$ cat config.mk
export PLATFORM = sky130hd
export DESIGN_NAME = dma_sector_engine
export DESIGN_NICKNAME = d
export VERILOG_FILES = /design/src/rtl/dma_sector_pkg.sv /design/src/rtl/dma_port_regs.sv /design/src/rtl/dma_seq.sv /design/src/rtl/dma_irq.sv /design/src/rtl/dma_sector_engine.sv
export SDC_FILE = /design/constraint.sdc
export NUM_CORES = 1
export LEC_CHECK = 0
export BUFFER_PORTS_ARGS = -buffer_cell sky130_fd_sc_hd__buf_2
export CELL_PAD_IN_SITES_DETAIL_PLACEMENT = 1
export CELL_PAD_IN_SITES_GLOBAL_PLACEMENT = 1
export CORE_UTILIZATION = 31
export CTS_CLUSTER_DIAMETER = 100
export CTS_CLUSTER_SIZE = 10
export DETAILED_ROUTE_END_ITERATION = 12
export PLACE_DENSITY_LB_ADDON = 0.25
export SYNTH_ARGS = -nofsm -noshare
export SYNTH_HDL_FRONTEND = slang
export SYNTH_SLANG_ARGS = --single-unit
export TNS_END_PERCENT = 1
$ cat constraint.sdc
create_clock -name clk -period 2.2 [get_ports clk]
set_input_delay 0 -clock clk [delete_from_list [all_inputs] [get_ports clk]]
set_output_delay 0 -clock clk [all_outputs]
set_load 0.05 [all_outputs]
$ cat src/rtl/dma_sector_pkg.sv
package dma_sector_pkg;

    localparam int PORT_AW = 3;

    localparam logic [PORT_AW-1:0] PORT_CMD  = 3'd0;
    localparam logic [PORT_AW-1:0] PORT_LBA  = 3'd1;
    localparam logic [PORT_AW-1:0] PORT_DEST = 3'd2;
    localparam logic [PORT_AW-1:0] PORT_ACK  = 3'd3;
    localparam logic [PORT_AW-1:0] PORT_STAT = 3'd4;

    localparam int CMD_NOP  = 0;
    localparam int CMD_READ = 1;

    typedef enum logic [1:0] {
        SEQ_IDLE  = 2'd0,
        SEQ_FETCH = 2'd1,
        SEQ_WRITE = 2'd2
    } seq_state_t;

    typedef struct packed {
        logic start;
        logic ack;
    } ctl_pulse_t;

    function automatic logic port_hit(input logic we,
                                      input logic [PORT_AW-1:0] addr,
                                      input logic [PORT_AW-1:0] port);
        return we && (addr == port);
    endfunction

endpackage

$ cat src/rtl/dma_port_regs.sv
module dma_port_regs
    import dma_sector_pkg::*;
#(
    parameter int DATA_W = 64,
    parameter int ADDR_W = 32,
    parameter int LBA_W  = 24,
    parameter int OFF_W  = 3
) (
    input  logic               clk,
    input  logic               rst,
    input  logic               cpu_we,
    input  logic [PORT_AW-1:0] cpu_addr,
    input  logic [DATA_W-1:0]  cpu_wdata,
    output logic [DATA_W-1:0]  cpu_rdata,
    input  logic               busy,
    input  logic               irq,
    output logic [LBA_W-1:0]   lba_q,
    output logic [ADDR_W-1:0]  dest_q,
    output ctl_pulse_t         pulse
);

    always_ff @(posedge clk) begin
        if (rst) begin
            lba_q  <= '0;
            dest_q <= '0;
        end else if (!busy) begin
            if (port_hit(cpu_we, cpu_addr, PORT_LBA))
                lba_q <= cpu_wdata[LBA_W-1:0];
            if (port_hit(cpu_we, cpu_addr, PORT_DEST))
                dest_q <= {cpu_wdata[ADDR_W-1:OFF_W], {OFF_W{1'b0}}};
        end
    end

    always_comb begin
        pulse.start = port_hit(cpu_we, cpu_addr, PORT_CMD) && !busy &&
                      (cpu_wdata == DATA_W'(CMD_READ));
        pulse.ack   = port_hit(cpu_we, cpu_addr, PORT_ACK);
    end

    always_comb begin
        cpu_rdata = '0;
        case (cpu_addr)
            PORT_LBA:  cpu_rdata = DATA_W'(lba_q);
            PORT_DEST: cpu_rdata = DATA_W'(dest_q);
            PORT_STAT: cpu_rdata = DATA_W'({irq, busy});
            default:   cpu_rdata = '0;
        endcase
    end

endmodule

$ cat src/rtl/dma_seq.sv
module dma_seq
    import dma_sector_pkg::*;
#(
    parameter int DATA_W = 64,
    parameter int ADDR_W = 32,
    parameter int LBA_W  = 24,
    parameter int WORDS  = 64,
    parameter int IDX_W  = 6,
    parameter int OFF_W  = 3
) (
    input  logic              clk,
    input  logic              rst,
    input  logic              start,
    input  logic [LBA_W-1:0]  lba,
    input  logic [ADDR_W-1:0] dest,
    output logic [LBA_W-1:0]  sto_lba,
    output logic [IDX_W-1:0]  sto_idx,
    input  logic [DATA_W-1:0] sto_rdata,
    output logic              mem_req,
    output logic [ADDR_W-1:0] mem_addr,
    output logic [DATA_W-1:0] mem_wdata,
    input  logic              mem_gnt,
    output logic              busy,
    output logic              done
);

    localparam int PAD_W = ADDR_W - IDX_W - OFF_W;
    localparam logic [IDX_W-1:0] LAST_IDX = IDX_W'(WORDS - 1);

    seq_state_t        state_q;
    logic [IDX_W-1:0]  idx_q;
    logic [DATA_W-1:0] data_q;
    logic              accept;

    assign accept    = (state_q == SEQ_WRITE) && mem_gnt;
    assign done      = accept && (idx_q == LAST_IDX);
    assign busy      = (state_q != SEQ_IDLE);
    assign mem_req   = (state_q == SEQ_WRITE);
    assign mem_wdata = data_q;
    assign mem_addr  = dest + {{PAD_W{1'b0}}, idx_q, {OFF_W{1'b0}}};
    assign sto_lba   = lba;
    assign sto_idx   = idx_q;

    always_ff @(posedge clk) begin
        if (rst) begin
            state_q <= SEQ_IDLE;
            idx_q   <= '0;
            data_q  <= '0;
        end else begin
            case (state_q)
                SEQ_IDLE: begin
                    idx_q <= '0;
                    if (start) state_q <= SEQ_FETCH;
                end
                SEQ_FETCH: begin
                    data_q  <= sto_rdata;
                    state_q <= SEQ_WRITE;
                end
                SEQ_WRITE: begin
                    if (accept) begin
                        if (idx_q == LAST_IDX) begin
                            state_q <= SEQ_IDLE;
                            idx_q   <= '0;
                        end else begin
                            state_q <= SEQ_FETCH;
                            idx_q   <= idx_q + 1'b1;
                        end
                    end
                end
                default: state_q <= SEQ_IDLE;
            endcase
        end
    end

endmodule

$ cat src/rtl/dma_irq.sv
module dma_irq #(
    parameter int              ID_W   = 8,
    parameter logic [ID_W-1:0] DEV_ID = 8'h2A
) (
    input  logic            clk,
    input  logic            rst,
    input  logic            done,
    input  logic            ack,
    output logic            irq,
    output logic [ID_W-1:0] irq_id
);

    logic pend_q;

    always_ff @(posedge clk) begin
        if (rst)       pend_q <= 1'b0;
        else if (done) pend_q <= 1'b1;
        else if (ack)  pend_q <= 1'b0;
    end

    assign irq    = pend_q;
    assign irq_id = pend_q ? DEV_ID : '0;

endmodule

$ cat src/rtl/dma_sector_engine.sv
module dma_sector_engine
    import dma_sector_pkg::*;
#(
    parameter int              DATA_W       = 64,
    parameter int              ADDR_W       = 32,
    parameter int              LBA_W        = 24,
    parameter int              SECTOR_BYTES = 512,
    parameter int              ID_W         = 8,
    parameter logic [ID_W-1:0] DEV_ID       = 8'h2A,
    localparam int             BYTES_W      = DATA_W / 8,
    localparam int             WORDS        = SECTOR_BYTES / BYTES_W,
    localparam int             IDX_W        = $clog2(WORDS),
    localparam int             OFF_W        = $clog2(BYTES_W)
) (
    input  logic               clk,
    input  logic               rst,
    input  logic               cpu_we,
    input  logic [PORT_AW-1:0] cpu_addr,
    input  logic [DATA_W-1:0]  cpu_wdata,
    output logic [DATA_W-1:0]  cpu_rdata,
    output logic [LBA_W-1:0]   sto_lba,
    output logic [IDX_W-1:0]   sto_idx,
    input  logic [DATA_W-1:0]  sto_rdata,
    output logic               mem_req,
    output logic [ADDR_W-1:0]  mem_addr,
    output logic [DATA_W-1:0]  mem_wdata,
    input  logic               mem_gnt,
    output logic               irq,
    output logic [ID_W-1:0]    irq_id
);

    logic [LBA_W-1:0]  lba_q;
    logic [ADDR_W-1:0] dest_q;
    ctl_pulse_t        pulse;
    logic              busy;
    logic              done;

    dma_port_regs #(
        .DATA_W(DATA_W), .ADDR_W(ADDR_W), .LBA_W(LBA_W), .OFF_W(OFF_W)
    ) u_regs (
        .clk(clk), .rst(rst),
        .cpu_we(cpu_we), .cpu_addr(cpu_addr), .cpu_wdata(cpu_wdata),
        .cpu_rdata(cpu_rdata), .busy(busy), .irq(irq),
        .lba_q(lba_q), .dest_q(dest_q), .pulse(pulse)
    );

    dma_seq #(
        .DATA_W(DATA_W), .ADDR_W(ADDR_W), .LBA_W(LBA_W),
        .WORDS(WORDS), .IDX_W(IDX_W), .OFF_W(OFF_W)
    ) u_seq (
        .clk(clk), .rst(rst), .start(pulse.start),
        .lba(lba_q), .dest(dest_q),
        .sto_lba(sto_lba), .sto_idx(sto_idx), .sto_rdata(sto_rdata),
        .mem_req(mem_req), .mem_addr(mem_addr), .mem_wdata(mem_wdata),
        .mem_gnt(mem_gnt), .busy(busy), .done(done)
    );

    dma_irq #(
        .ID_W(ID_W), .DEV_ID(DEV_ID)
    ) u_irq (
        .clk(clk), .rst(rst), .done(done), .ack(pulse.ack),
        .irq(irq), .irq_id(irq_id)
    );

endmodule

# After elaboration in Yosys (flattened, before gate mapping)
# Cells that the tools add are included.
[op_classes]
add_sub_neg = 2
multipliers = 0
div_mod_pow = 0
order_cmp = 0
n_eq_ne = 10
n_shift = 0
n_mux = 11
bitwise = 1
n_reduce_logical = 18
[ops]
columns = ["operator", "count"]
rows = [
  ["$pmux 32 s3", 1],
  ["$eq 64x1->1 const B", 1],
  ["$add 32x9->32", 1],
  ["$mux 6", 3],
  ["$pmux 6 s2", 1],
  ["$logic_and 1x1->1", 8],
  ["$reduce_and 2->1", 4],
  ["$add 6x1->6 const B", 1],
  ["$eq 3x2->1 const B", 2],
  ["$eq 6x6->1 const B", 1],
  ["$pmux 2 s3", 1],
  ["$reduce_bool 2->1", 3],
  ["$mux 2", 2],
  ["$ne 2x1->1 const B", 2],
  ["$eq 3x1->1 const B", 1],
  ["$eq 3x3->1 const B", 1],
  ["$logic_not 3->1", 1],
  ["$mux 1", 3],
  ["$eq 2x1->1 const B", 1],
  ["$eq 2x2->1 const B", 1],
  ["$logic_not 2->1", 1],
  ["$logic_not 1->1", 1],
  ["$not 1->1", 1],
]
[totals]
regBits = 126
latch_bits = 0
ram_bits = 0
rom_bits = 0
in_bits = 135
output_inout_bits = 200
wordCells = 48
memories = 0

# Longest topological paths before layout
[depth]
ltp_word = 6
mapped_depth = 7
ltp_nobuf = 6

# Cells and area by module
# Synthesis repeated with hierarchy kept, for this count alone.
[unflattened]
cells_unflattened = 812
area_unflattened_um2 = 6253.5
[by_module_without_submodules]
columns = ["mod", "instances", "cells_each", "area_each_um2", "seq_area_each_um2"]
rows = [
  ["dma_seq", 1, 462, 3569.7, 1441.4],
  ["dma_port_regs", 1, 337, 2581.2, 1061.0],
  ["dma_irq", 1, 13, 102.6, 20.0],
]

# Least setup slack after synthesis
# OpenSTA, ideal clock, no wires.
[synth_timing]
kind = "reg2out"
startpoint = "register u_seq.idx_q[0] (netlist: u_seq.sto_idx[0])"
endpoint = "output port mem_addr[11]"
t_arrival_ps = 3489
required_time_ps = 2200
slack_ps = -1289
path_stages_with_launch = 7
n_path_buf = 0
cell_sequence = "dfxtp_1 > ha_1 > fa_1 > a21oi_1 > o21ai_0 > nand2_1 > o311ai_0"
[synth_via]
elab_chain_len = 1
[synth_lines]
columns = ["item", "line", "rtl"]
rows = [
  ["start: declaration", "dma_seq.sv:31", "logic [IDX_W-1:0] idx_q;"],
  ["start signal: assignment", "dma_seq.sv:66", "idx_q <= idx_q + 1'b1;"],
  ["$add 32x9->32", "dma_seq.sv:40", "assign mem_addr = dest + {{PAD_W{1'b0}}, idx_q, {OFF_W{1'b0}}};"],
  ["end: declaration", "dma_sector_engine.sv:25", "output logic [ADDR_W-1:0] mem_addr,"],
]
# No other way between the ends.

# Worst setup path in the final report
[layout_timing]
startpoint = "register u_seq.idx_q[1] (netlist: u_seq.sto_idx[1])"
endpoint = "output port mem_addr[18]"
# Same word-level chain as after synthesis.

==> results.toml <==
[finish]
area_growth_pct = 68.8
layout-drive-gt1-share = 0.358
layout_common_cells = "buf_2 (268), nand2_1 (250), a21oi_1 (127), dfxtp_1 (120), dlygate4sd3_1 (98)"
postLayoutCellArea_um2 = 10200
nNetsFinal = 1340
mostFrequentLayoutCell = "buf_2"

[route]
drc = 0
wl_um = 26800
antenna_left = 0
via_per_inst = 4.93
routedWlPerCell_um = 18.2
drt-pass1-iter-count = 4
drt_iter0_drc = 307
vias = 7249

[cts]
cts_buffer_depth = 2
clk_latency_ps = 410
cts_root_buf = "clkbuf_16"
clk_pin_slew_ps = 60
cts_tree = "built"
htree_levels = 4
cts_buffers = 17
cts_sinks = 126

[floorplanning]
initial_core_util = 0.320
fp.dieH_um = 142
dieArea_um2 = 20100
rows = 50
io_pins = 335
core_um2 = 19000
dieWidth_um = 142

[yosys]
syn_inst = 787
seq_area_frac_synth = 0.416
synth_top_area_cell = "dfxtp_1"
synth.area.top_cells = "dfxtp_1 (42%), nand2_1 (16%), a21oi_1 (11%)"
synth_edf_count = 0
synth-seq-cells = 126
synth_cell_types = 52
synth.cell_area_um2 = 6060
syn_avg_cell_area_um2 = 7.70
synth_top_area_share = 0.416
yosys_warnings = 0
ys_async_sr_fraction = 0
synth_flop_cell = "dfxtp_1"

[sta]
worst_pin_slew_ps = 1060
fmax_mhz = 430
period_needed_ps = 2320
finalHoldViolations = 0
fin_crit_sh = 1.06
finalSetupViolations = 14
relSlewSlack = 0.294
fin_ws_ps = -124
slew_viol_final = 0
skew_ps = 10.5
fin_setup_tns_ps = -885
rsz0062_at_grt = "yes"

[power_and_ir_drop]
power_density_nw_per_um2 = 596
ir_drop_mv = 0.498
p_leak_nw = 4.60

[setup_path]
arrival_ps = 2320
worstPathMaxFanout = 4
required_ps = 2200
regToRegSetupSlack_ps = 210
crit_path_end_kind = "primary output"
crit_type = "reg -> out"
critPathLaunchType = "flip-flop"

[flow_run]
cap_violations = 0

[placed_design]
placed_area_um2 = 8210
gp_congestion = 0.780
hpwl_um = 17000
numPortBuffers = 294

[global_route]
grt_antenna_before_repair = 2
track_usage = 0.261
grt_pass1_vias = 7341
grt_max_degree = 127
grt_pass1_wl_um = 40300
grt.overflow.total = 0

[min_path]
hp-class = "in -> reg"

[outcome]
status = "finished, violations left"
failed_checks = "setup timing"
-- path summary, 6_finish.rpt --
kind | from | end | cells past startpoint
setup / recovery | u_seq.sto_idx[1]$_SDFFE_PP0P_ | mem_addr[18] | 9
hold / removal | cpu_addr[1] | u_irq.irq$_SDFFE_PP0P_ | 4
setup reg to reg | u_seq.state_q[1]$_SDFFE_PP0P_ | u_regs.lba_q[8]$_SDFFE_PP0P_ | 5
hold reg to reg | u_seq.mem_wdata[12]$_SDFFE_PP0N_ | u_seq.mem_wdata[12]$_SDFFE_PP0N_ | 2
-- stage by stage --
step | utilization | cells | setup slack, ps | power (mW) | hold WS, ps
6_report | 0.540 | 1471 | -124 | 6.10 | 6.24
5_1_grt | 0.539 | 1470 | -208 | 6.29 | 42.9
4_1_cts | 0.537 | 1470 | -130 | 6.11 | 3.17
3_5_place_dp | 0.433 | 1332 | -59.3 | 2.97 | 247
3_3_place_gp | 0.433 | 1332 | 13.1 | 2.97 | 241
2_1_floorplan | - | 826 | -81.7 | 2.79 | 136
-- cell type report --
cell class,count,area [µm²]
Multi-Input combinational cell,604,3690
Clock buffer,21,450
Sequential cell,126,2530
Clock inverter,11,164
Tap cell,260,325
Fill cell,2295,8730
Timing Repair Buffer,444,3050
Antenna cell,1,2.50
Inverter,4,15.0
-- per-layer routing --
layer	vias to the layer above	track usage	routed length (µm)
met5	-	0	17
met4	2	0.0951	678
met3	47	0.0742	1800
met2	279	0.467	13800
met1	3508	0.295	10600
li1	3413	-	-
-- synthesized netlist by cell type, types with 3 or more instances --
| master | instances |
|---|---|
| a211oi_1 | 3 |
| a21oi_1 | 130 |
| a22o_1 | 22 |
| a22oi_1 | 3 |
| a31oi_1 | 3 |
| and2_1 | 13 |
| and3_1 | 8 |
| buf_1 | 11 |
| buf_2 | 9 |
| buf_4 | 46 |
| clkbuf_1 | 24 |
| dfxtp_1 | 126 |
| ha_1 | 7 |
| inv_1 | 4 |
| nand2_1 | 251 |
| nand3_1 | 8 |
| nand4_1 | 18 |
| nor2_1 | 9 |
| nor2b_1 | 9 |
| nor4_1 | 16 |
| o21ai_0 | 6 |
| xnor2_1 | 23 |
-- state kept, by name (all words and copies together), names as in the netlist --
name / cells
u_seq.sto_idx: 6
u_regs.dest_q: 29
u_seq.state_q: 2
u_regs.lba_q: 24
u_irq.irq: 1
u_seq.mem_wdata: 64
-- worst max-delay path, stage by stage (launching register included) --
cell and delay [ps]:
dfxtp_2 330, buf_6 120, ha_4 280, a211oi_4 70, o31ai_4 270, buf_6 150
buf_6 100, nand4_1 200, xnor2_4 230, buf_6 170
-- cell families (layout without fill, tap and decap cells) --
group                      Yosys count  after routing  share of synthesized area
AOI/OAI and AO/OA                  178            179                      0.172
muxes                                1              1                    0.00186
buffers and inverters               97            480                     0.0931
other                                1             41                   0.000619
and+or+nand+nor                    351            351                      0.262
DFF                                126            126                      0.416
adders and majority gates            8              8                     0.0178
xor gates and xnor gates            25             25                     0.0361
-- power by group --
group          total [mW]  switching [mW]  internal [mW]
clock network        3.00            1.08           1.92
registers            2.32          0.0211           2.30
logic               0.773           0.475          0.298
-- what timing repair did --
action,in CTS,in global routing
cloned,2,0
pin swaps,28,10
endpoints found under the hold margin,119,0
buffers inserted,6,0
resized for setup,76,13
endpoints found under the setup margin,25,25
hold buffers,98,0
(Power assumes the default switching activity.)
